**config.mk**
```make
export PLATFORM = sky130hd
export DESIGN_NAME = dmag_dst_guard
export DESIGN_NICKNAME = d
export VERILOG_FILES = /design/src/rtl/dmag_pkg.sv /design/src/rtl/dmag_win_cmp.sv /design/src/rtl/dmag_err_ctrl.sv /design/src/rtl/dmag_dst_guard.sv
export SDC_FILE = /design/constraint.sdc
export NUM_CORES = 1
export LEC_CHECK = 0
export BUFFER_PORTS_ARGS = -buffer_cell sky130_fd_sc_hd__buf_2
export CAP_MARGIN = 5
export CORE_MARGIN = 2
export CORE_UTILIZATION = 26
export CTS_CLUSTER_DIAMETER = 60
export DETAILED_ROUTE_END_ITERATION = 16
export GPL_TIMING_DRIVEN = 1
export PLACE_DENSITY = 0.79
export SYNTH_ARGS = -nofsm -noshare
export SYNTH_HDL_FRONTEND = slang
export SYNTH_SLANG_ARGS = --single-unit
```
**constraint.sdc**
```tcl
create_clock -name clk -period 1.1 [get_ports clk]
set_input_delay 0.165 -clock clk [delete_from_list [all_inputs] [get_ports clk]]
set_output_delay 0.165 -clock clk [all_outputs]
set_load 0.01 [all_outputs]
```
**src/rtl/dmag_pkg.sv**
```systemverilog
package dmag_pkg;

  localparam int NUM_WIN = 2;

  typedef enum logic [0:0] {
    WIN_REGS = 1'b0,
    WIN_DESC = 1'b1
  } win_idx_e;

  // Exclusive end of a window, one bit wider so a window reaching the top
  // of the address space does not wrap.
  function automatic logic [32:0] win_end(input logic [31:0] base,
                                          input logic [31:0] size);
    return {1'b0, base} + {1'b0, size};
  endfunction

endpackage

```
**src/rtl/dmag_win_cmp.sv**
```systemverilog
module dmag_win_cmp #(
  parameter int          ADDR_W = 32,
  parameter logic [31:0] BASE   = 32'h0,
  parameter logic [31:0] SIZE   = 32'h0
) (
  input  logic [ADDR_W-1:0] addr,
  output logic              hit
);
  import dmag_pkg::*;

  localparam logic [ADDR_W:0] LO = {1'b0, BASE[ADDR_W-1:0]};
  localparam logic [32:0]     HI_FULL = win_end(BASE, SIZE);
  localparam logic [ADDR_W:0] HI = HI_FULL[ADDR_W:0];

  logic [ADDR_W:0] addr_x;

  always_comb begin
    addr_x = {1'b0, addr};
    hit    = (addr_x >= LO) && (addr_x < HI);
  end

endmodule

```
**src/rtl/dmag_err_ctrl.sv**
```systemverilog
module dmag_err_ctrl (
  input  logic clk,
  input  logic rst,
  input  logic set_err,
  input  logic clr_err,
  input  logic int_en,
  output logic flag,
  output logic irq
);

  logic flag_nxt;

  always_comb begin
    if (set_err)      flag_nxt = 1'b1;
    else if (clr_err) flag_nxt = 1'b0;
    else              flag_nxt = flag;
  end

  always_ff @(posedge clk) begin
    if (rst) begin
      flag <= 1'b0;
      irq  <= 1'b0;
    end else begin
      flag <= flag_nxt;
      irq  <= flag_nxt & int_en;
    end
  end

  // flag only drops on a clear
  a_r7_sticky: assert property (@(posedge clk) disable iff (rst)
    ($past(flag) && !$past(clr_err)) |-> flag);
  // a refusal always leaves the flag set
  a_r7_set_wins: assert property (@(posedge clk) disable iff (rst)
    set_err |=> flag);
  // interrupt needs the enable from the previous cycle
  a_r8_gated: assert property (@(posedge clk) disable iff (rst)
    irq |-> (flag && $past(int_en)));

endmodule

```
**src/rtl/dmag_dst_guard.sv**
```systemverilog
module dmag_dst_guard #(
  parameter int          ADDR_W   = 32,
  parameter int          JOB_W    = 5,
  parameter logic [31:0] REG_BASE = 32'h4000_0000,
  parameter logic [31:0] REG_SIZE = 32'h0000_1000,
  parameter logic [31:0] RAM_BASE = 32'h4001_0000,
  parameter logic [31:0] RAM_SIZE = 32'h0000_2000
) (
  input  logic              clk,
  input  logic              rst,
  input  logic              chk_valid,
  input  logic [ADDR_W-1:0] chk_src_addr,
  input  logic [ADDR_W-1:0] chk_dst_addr,
  input  logic [JOB_W-1:0]  chk_job,
  input  logic              err_int_en,
  input  logic              err_clr,
  output logic              resp_valid,
  output logic              wr_allow,
  output logic              resp_src_prot,
  output logic              abort_valid,
  output logic [JOB_W-1:0]  abort_job,
  output logic              err_flag,
  output logic              err_irq
);
  import dmag_pkg::*;

  localparam logic [NUM_WIN-1:0][31:0] W_BASE = {RAM_BASE, REG_BASE};
  localparam logic [NUM_WIN-1:0][31:0] W_SIZE = {RAM_SIZE, REG_SIZE};

  logic [NUM_WIN-1:0] dst_hit;
  logic [NUM_WIN-1:0] src_hit;
  logic               refuse;

  for (genvar w = 0; w < NUM_WIN; w++) begin : g_win
    dmag_win_cmp #(
      .ADDR_W(ADDR_W), .BASE(W_BASE[w]), .SIZE(W_SIZE[w])
    ) u_dst_cmp (
      .addr(chk_dst_addr), .hit(dst_hit[w])
    );
    dmag_win_cmp #(
      .ADDR_W(ADDR_W), .BASE(W_BASE[w]), .SIZE(W_SIZE[w])
    ) u_src_cmp (
      .addr(chk_src_addr), .hit(src_hit[w])
    );
  end

  assign refuse = chk_valid && (|dst_hit);

  always_ff @(posedge clk) begin
    if (rst) begin
      resp_valid    <= 1'b0;
      wr_allow      <= 1'b0;
      resp_src_prot <= 1'b0;
      abort_valid   <= 1'b0;
      abort_job     <= '0;
    end else begin
      resp_valid    <= chk_valid;
      wr_allow      <= chk_valid && !(|dst_hit);
      resp_src_prot <= chk_valid && (|src_hit);
      abort_valid   <= refuse;
      abort_job     <= refuse ? chk_job : '0;
    end
  end

  dmag_err_ctrl u_err (
    .clk(clk), .rst(rst),
    .set_err(refuse), .clr_err(err_clr), .int_en(err_int_en),
    .flag(err_flag), .irq(err_irq)
  );

  // a response only follows a strobe
  a_r9_resp_follows_strobe: assert property (@(posedge clk) disable iff (rst)
    resp_valid |-> $past(chk_valid));
  // a permitted write never aborts
  a_r4_allow_excl_abort: assert property (@(posedge clk) disable iff (rst)
    !(wr_allow && abort_valid));
  // a refused response always carries an abort
  a_r2_refusal_aborts: assert property (@(posedge clk) disable iff (rst)
    (resp_valid && !wr_allow) |-> abort_valid);
  // an abort is always accompanied by the sticky flag
  a_r6_abort_flags: assert property (@(posedge clk) disable iff (rst)
    abort_valid |-> err_flag);
  // abort job is zero when idle
  a_r6_job_idle_zero: assert property (@(posedge clk) disable iff (rst)
    !abort_valid |-> (abort_job == '0));

endmodule

```
==> results.cfg, run 1 <==
[outcome]
outcome = complete, no violations

[grt]
grt_max_degree = 9
use_met3_pct = 2.69
grt_pass1_wl_um = 2060
grt_use_met1_pct = 9.40
antenna_found_initial = 0
grt_remaining_overflow = 0
grt_pass1_vias = 611
grt_usage_pct = 13.2
grt_util_met2_pct = 28.6
grt_busiest_layer = met2

[placement]
dp_cells = 140
dp_slack_ns = -0.0753
portBuffers = 60
post_dp_cell_area_um2 = 825
dpl.hpwl_um = 1280
globalplace.congestion = 0.657

[power_and_ir_drop]
p_leak_nw = 0.436
peakVddDrop_mv = 0.311
clkPwrFrac_pct = 32.3
p_per_area_nw_per_um2 = 935
p_int_mw = 0.626
switchingPower_mw = 0.170
p_sw_share_pct = 21.3
total_power_mw = 0.796
combPwrFrac_pct = 17.1
p_seq_share_pct = 50.6

[finish]
fin_cells = 144
fillers = 190
final_area_um2 = 851
area_growth_pct = 73.9
drive_gt1_share_pct = 56.3
utilization_pct = 48.7
antenna_cells = 0
num-nets-final = 194

[clock_network]
cts_inserted_buffers = 3
cts_tree = done
clk_pin_slew_ns = 0.06
postCtsSetupBuffers = 0
clkSinkCount = 11
post_cts_resized = 0
worst_skew_pair.late_latency_ns = 0.26
cts-root-buf = clkbuf_4
htreeDepth = 1
cts_buffer_depth = 2
ctsHoldBuffers = 0

[route]
vias = 670
remaining_drc_errors = 0
wirelength_um = 1440
viasPerCell = 4.65
drtPass1Iterations = 3
initialDrtViolationCount = 3
ant_nets = 0
wire_per_inst_um = 10.0

[logic_synthesis]
syn_area_um2 = 489
synth-warning-count = 0
synthCells = 54
avgSynthCellArea_um2 = 9.06
syn_nets = 128
seq_area_frac_synth_pct = 45.0
ys_seq_elements = 11
synth_cell_types = 18

[sta]
setup_ws_ns = 0.217
tns_ns = 0
worstMarginPinSlew_ns = 0.372
finalCritPeriodShare_pct = 80.3
holdWs_ns = 0.115
setup_viol = 0
layout_min_cycle_time_ns = 0.883
rsz0062_at_grt = false
hold_viol_final = 0
slew_viol_final = 0
max_freq_ghz = 1.13
skew_ns = 0.0000401
relSlewSlack_pct = 75.0

[floorplan]
num_rows = 15
die_x_um = 47.4
die_area_um2 = 2240
initial_core_util_pct = 28.0
num_io_pins = 85
die_h_um = 47.4
core_um2 = 1750

[critical_path]
ff2ff_path_depth = 3
end_kind = register
reg2reg_from = u_err.flag$_SDFF_PP0_
path_class = input port to register
cp-start-kind = input port
cp-endpoint = u_err.flag$_SDFF_PP0_
crit_fanout = 3
cp.required_ns = 1.27
crit_start = chk_dst_addr[27]
reg2reg_to = u_err.irq$_SDFF_PP0_
r2r_slack_ns = 0.41
crit_arrival_ns = 1.05

[min_path]
min_path_type = input port to register

[flow_run]
max-cap-violations = 0
[sequential cells by signal, summed over array words and instances, names as in the netlist]
name,cells
u_err.irq,1
wr_allow,1
u_err.flag,1
abort_job,5
abort_valid,1
resp_valid,1
resp_src_prot,1
[layout by cell type, fill, tap and decap left out, drive strengths merged]
cell,Yosys,layout
and2b,1,1
nor4,14,14
o32ai,1,1
nand2b,4,4
buf,1,62
nand2,1,1
nor2b,1,1
dfxtp,11,11
inv,6,6
o21ai,1,1
nor2,2,2
nand4,3,3
clkbuf,0,4
nor4b,3,3
o21a,1,1
nor3,1,1
nand3,2,2
or4,1,1
[worst min path at each step]
stage                                    endpoint  slack, ns  cells past startpoint       start
after CTS                   u_err.flag$_SDFF_PP0_       0.12                      2         rst
after global routing        u_err.flag$_SDFF_PP0_       0.12                      2         rst
after detailed placement  abort_job[3]$_SDFF_PP0_       0.39                      3  chk_job[3]
after global placement      u_err.flag$_SDFF_PP0_       0.38                      2         rst
final                       u_err.flag$_SDFF_PP0_       0.12                      2         rst
after floorplan             u_err.flag$_SDFF_PP0_       0.26                      1         rst
[cell families after synthesis]
| family | share of synthesized area (%) |
|---|---|
| and+or+nand+nor | 43.7 |
| DFF | 45.0 |
| buffers and inverters | 6.90 |
| AOI/OAI and AO/OA | 4.35 |
[Yosys cell counts]
cell       n  area share, %
and2b_2    1            1.8
buf_6      1            2.3
dfxtp_1   11             45
inv_1      6            4.6
nand2_1    1           0.77
nand2b_1   3            3.8
nand2b_4   1            2.8
nand3_1    2            2.0
nand4_1    3            3.8
nor2_1     2            1.5
nor2b_1    1            1.3
nor3_1     1            1.0
nor4_1    14             18
nor4b_1    3            5.4
o21a_1     1            1.5
o21ai_0    1            1.0
o32ai_1    1            1.8
or4_1      1            1.5
[power by group through the flow]
stage | clock (mW) | combinational [mW] | sequential, mW
2_1_floorplan | 0 | 0.0345 | 0.414
3_3_place_gp | 0 | 0.133 | 0.412
3_5_place_dp | 0 | 0.137 | 0.412
4_1_cts | 0.267 | 0.138 | 0.403
5_1_grt | 0.286 | 0.153 | 0.403
6_report | 0.257 | 0.136 | 0.403
[routing by layer]
metal	wire length, um	vias up
li1	-	337
met1	506	284
met2	720	45
met3	193	4
met4	21	0
met5	0	-
[layout make-up]
type	instances	area, um^2	area share (%)
multi-input cells	36	235	27.6
repair buffers	62	315	37.1
clock buffers	4	26.3	3.09
inverters	6	22.5	2.65
well taps	25	31.3	3.68
flip-flops and latches	11	220	25.9
[critical path: stages]
cell,delay (ns)
buf_2,0.11
nor4_1,0.29
nand4_1,0.19
o32ai_1,0.29
(Power assumes the default switching activity.)
==> run 2, diff against run 1 <==
Settings changed: CORE_UTILIZATION 26 to 23, PLACE_DENSITY 0.79 to 0.74.
Clock period 1.1 ns to 0.8 ns, I/O delays scaled along.
==> results.cfg, run 2 (synthesis gave the netlist of run 1 again) <==
[outcome]
outcome = finished with violations
violations = negative setup slack

[grt]
grt_pass1_wl_um = 2690
grt_remaining_overflow = 0
grt_max_degree = 9
antenna_found_initial = 0
grt_usage_pct = 14.3
grt_pass1_vias = 660

[power_and_ir_drop]
switchingPower_mw = 0.319
p_leak_nw = 0.492
p_seq_share_pct = 45.6
total_power_mw = 1.22
p_per_area_nw_per_um2 = 1100
p_int_mw = 0.898
clkPwrFrac_pct = 30.7
combPwrFrac_pct = 23.7
p_sw_share_pct = 26.2
peakVddDrop_mv = 0.530

[floorplan]
die_area_um2 = 2510
initial_core_util_pct = 24.7
core_um2 = 1980
die_h_um = 50.1
num_rows = 16
num_io_pins = 85
die_x_um = 50.1

[sta]
layout_min_cycle_time_ns = 0.825
relSlewSlack_pct = 78.4
setup_viol = 11
worstMarginPinSlew_ns = 0.319
slew_viol_final = 0
hold_viol_final = 0
skew_ns = 0.0000300
holdWs_ns = 0.0749
max_freq_ghz = 1.21
setup_ws_ns = -0.0248
rsz0062_at_grt = true
finalCritPeriodShare_pct = 103

[route]
wire_per_inst_um = 12.1
vias = 694
initialDrtViolationCount = 3
wirelength_um = 1780
ant_nets = 0
viasPerCell = 4.72
remaining_drc_errors = 0
drtPass1Iterations = 4

[clock_network]
clk_pin_slew_ns = 0.07
htreeDepth = 1
cts_inserted_buffers = 3
worst_skew_pair.late_latency_ns = 0.26
cts_tree = done
clkSinkCount = 11
cts_buffer_depth = 2
cts-root-buf = clkbuf_4

[finish]
final_common_cell = buf_2
num-nets-final = 195
largest_reg_flops = 5
utilization_pct = 55.9
final_cell_mix = buf_2 (51), buf_6 (8), dfxtp_1 (7), nor4_4 (6), inv_1 (6)
regArea_um2 = 225
antenna_cells = 0
area_growth_pct = 126
fillers = 174
max_flop_register = abort_job
drive_gt1_share_pct = 74.2
multi_input_area_um2 = 415

[critical_path]
cp-endpoint = abort_job[4]
cp_slowest_cell = dfxtp_1
crit_start = abort_job[4]$_SDFF_PP0_
crit_arrival_ns = 0.70
crit_fanout = 1
cp-start-kind = register
r2r_slack_ns = 0.09
end_kind = primary output
path_cells = buf_2
reg2reg_from = u_err.flag$_SDFF_PP0_
critPathTopFamily = flip-flops
critPathBufInv = 1
slowest_delay_ns = 0.31
cp_num_cells = 1
reg2reg_to = u_err.irq$_SDFF_PP0_
ff2ff_path_depth = 3
path_class = register to primary output
cp.required_ns = 0.68

[placement]
portBuffers = 60
globalplace.congestion = 0.662
dpl.hpwl_um = 1390
dp_slack_ns = -0.336

[min_path]
min_path_type = input port to register

[flow_run]
max-cap-violations = 0
run 2: cell type report:
class	count	share of cell area (%)
clock buffers	3	2.03
well taps	27	3.05
repair buffers	63	34.6
clock inverters	1	0.452
multi-input cells	36	37.5
inverters	6	2.03
flip-flops and latches	11	20.3
run 2: metrics by stage:
| step | TNS [ns] | std cells | area (um^2) |
|---|---|---|---|
| 6_report | -0.166 | 147 | 1110 |
| 5_1_grt | -0.557 | 147 | 1110 |
| 4_1_cts | -0.177 | 147 | 950 |
| 3_5_place_dp | -2.72 | 143 | 897 |
| 3_3_place_gp | -2.32 | 143 | 897 |
| 2_1_floorplan | -0.300 | 54 | 552 |
run 2: power by group through the flow:
stage                     Clock, mW  Sequential (mW)  Combinational [mW]
after floorplan                   0            0.569              0.0569
after global placement            0            0.567               0.219
after detailed placement          0            0.566               0.225
after CTS                     0.374            0.554               0.231
after global routing          0.397            0.555               0.314
final                         0.373            0.554               0.289
run 2: worst min path at each step:
stage / start / to / slack [ns] / depth (start not counted)
6_report: chk_job[4] / abort_job[4]$_SDFF_PP0_ / 0.07 / 3
4_1_cts: chk_job[2] / abort_job[2]$_SDFF_PP0_ / 0.06 / 3
5_1_grt: chk_job[4] / abort_job[4]$_SDFF_PP0_ / 0.09 / 3
3_3_place_gp: chk_job[1] / abort_job[1]$_SDFF_PP0_ / 0.35 / 3
2_1_floorplan: rst / u_err.flag$_SDFF_PP0_ / 0.22 / 1
3_5_place_dp: chk_job[2] / abort_job[2]$_SDFF_PP0_ / 0.35 / 3
run 2: routing by layer:
metal | global-route usage, % | wire length [um] | up-vias
met5 | 0 | 0 | -
met3 | 4.24 | 233 | 4
li1 | - | - | 338
met4 | 9.72 | 35 | 0
met1 | 14.7 | 582 | 302
met2 | 24.6 | 926 | 50
run 2: what timing repair did:
item                       4_1_cts  5_1_grt
setup buffers                    0        0
hold buffers                     0        0
setup endpoints to repair       17       18
pin swaps                        1        5
resized for setup                5       28
==> run 3, diff against run 2 <==
==> constraint.sdc (replaced) <==
create_clock -name clk -period 0.8 [get_ports clk]
set_input_delay 0.16 -clock clk [delete_from_list [all_inputs] [get_ports clk]]
set_output_delay 0.16 -clock clk [all_outputs]
set_load 0.01 [all_outputs]
==> results.cfg, run 3 (synthesis gave the netlist of run 1 again) <==
[route]
viasPerCell = 4.74
initialDrtViolationCount = 3
vias = 707
wirelength_um = 1770
ant_nets = 0
drtPass1Iterations = 2
wire_per_inst_um = 11.9
remaining_drc_errors = 0

[sta]
setup_ws_ns = -0.0575
layout_min_cycle_time_ns = 0.857
skew_ns = 0.0000261
worstMarginPinSlew_ns = 0.310
rsz0062_at_grt = true
relSlewSlack_pct = 79.0
finalCritPeriodShare_pct = 107
tns_ns = -0.630
setup_viol = 15
slew_viol_final = 0
hold_viol_final = 0
max_freq_ghz = 1.17

[critical_path]
reg2reg_from = u_err.flag$_SDFF_PP0_
end_kind = primary output
cp.required_ns = 0.64
path_cells = buf_6
reg2reg_to = u_err.irq$_SDFF_PP0_
path_class = register to primary output
cp_slowest_cell = dfxtp_2
ff2ff_path_depth = 3
crit_arrival_ns = 0.70
cp-start-kind = register
critPathBufInv = 1
critPathTopFamily = flip-flops
slowest_delay_ns = 0.32
crit_fanout = 2
r2r_slack_ns = 0.11

[placement]
dpl.hpwl_um = 1520
dp_cells = 145
portBuffers = 60
globalplace.congestion = 0.773

[outcome]
outcome = finished with violations
violations = negative setup slack

[finish]
antenna_cells = 0
max_flop_register = abort_job
final_common_cell = buf_2
final_cell_mix = buf_2 (49), buf_6 (10), nor4_4 (8), dfxtp_1 (7), inv_1 (6)
fin_cells = 149
fillers = 185
drive_gt1_share_pct = 74.6
num-nets-final = 197
area_growth_pct = 139
largest_reg_flops = 5

[min_path]
min_from = chk_job[4]
whs_endpoint = abort_job[4]$_SDFF_PP0_
hold_depth = 3
min_path_type = input port to register

[clock_network]
cts_inserted_buffers = 3
cts-root-buf = clkbuf_4
worst_skew_pair.late_latency_ns = 0.26
htreeDepth = 1
clk_pin_slew_ns = 0.07
cts_buffer_depth = 2
cts_tree = done
clkSinkCount = 11

[floorplan]
initial_core_util_pct = 24.7
die_area_um2 = 2510
num_rows = 16
die_x_um = 50.1
core_um2 = 1980
num_io_pins = 85
die_h_um = 50.1

[grt]
grt_pass1_wl_um = 2870
antenna_found_initial = 0
grt_usage_pct = 15.3
grt_max_degree = 9
grt_remaining_overflow = 0
grt_pass1_vias = 732

[power_and_ir_drop]
peakVddDrop_mv = 0.598
p_per_area_nw_per_um2 = 1060
p_leak_nw = 0.512

[flow_run]
max-cap-violations = 0
==> run 3: metrics by stage <==
| step | instance area (um^2) | util (%) | hold slack, ns | worst slack (ns) | power, mW |
|---|---|---|---|---|---|
| 4_1_cts | 1060 | 53.6 | 0.102 | -0.0702 | 1.22 |
| 5_1_grt | 1170 | 58.9 | 0.118 | -0.0986 | 1.30 |
| 3_3_place_gp | 980 | 49.4 | 0.387 | -0.272 | 0.824 |
| 6_report | 1170 | 58.9 | 0.117 | -0.0575 | 1.23 |
| 2_1_floorplan | 619 | - | 0.257 | -0.192 | 0.637 |
| 3_5_place_dp | 980 | 49.4 | 0.390 | -0.301 | 0.834 |
==> run 3: what timing repair did <==
action                                  CTS  global route
pin swaps                                 5             3
buffers inserted                          0             0
hold buffers                              0             0
endpoints found under the setup margin   16            20
gates resized for setup                  15            22
==> run 3: routing by layer <==
layer | GRT usage (%) | wire, um | part of all wire (%)
met2 | 28.7 | 937 | 53
met4 | 6.94 | 8 | 0.45
met3 | 5.45 | 242 | 14
met1 | 14.6 | 585 | 33
met5 | 0 | 0 | 0
==> run 3: worst max-delay path by stage <==
| stage | start | slack [ns] | end | depth (start not counted) |
|---|---|---|---|---|
| after CTS | u_err.flag$_SDFF_PP0_ | -0.07 | err_flag | 1 |
| after detailed placement | chk_dst_addr[29] | -0.30 | u_err.flag$_SDFF_PP0_ | 4 |
| final | u_err.flag$_SDFF_PP0_ | -0.06 | err_flag | 1 |
| after floorplan | rst | -0.19 | resp_src_prot$_SDFF_PP0_ | 4 |
| after global routing | resp_valid$_SDFF_PP0_ | -0.1 | resp_valid | 1 |
| after global placement | chk_dst_addr[25] | -0.27 | abort_job[3]$_SDFF_PP0_ | 4 |
==> run 3: layout make-up <==
type	count	area, um^2	share of cell area, %
multi-input cells	36	442	37.8
repair buffers	65	418	35.8
flip-flops and latches	11	225	19.3
well taps	27	33.8	2.89
clock buffers	4	26.3	2.25
inverters	6	22.5	1.93
==> run 3: worst min-delay path, stage by stage <==
cell and delay [ns]:
buf_2 0.10, inv_1 0.05, nor4_2 0.04
==> run 3: power breakdown <==
part / switching, mW / internal, mW / leakage, nW / total (mW)
registers: 0.00107 / 0.552 / 0.0912 / 0.553
logic: 0.135 / 0.174 / 0.406 / 0.309
clock network: 0.176 / 0.193 / 0.0150 / 0.369
total: 0.313 / 0.919 / 0.512 / 1.23
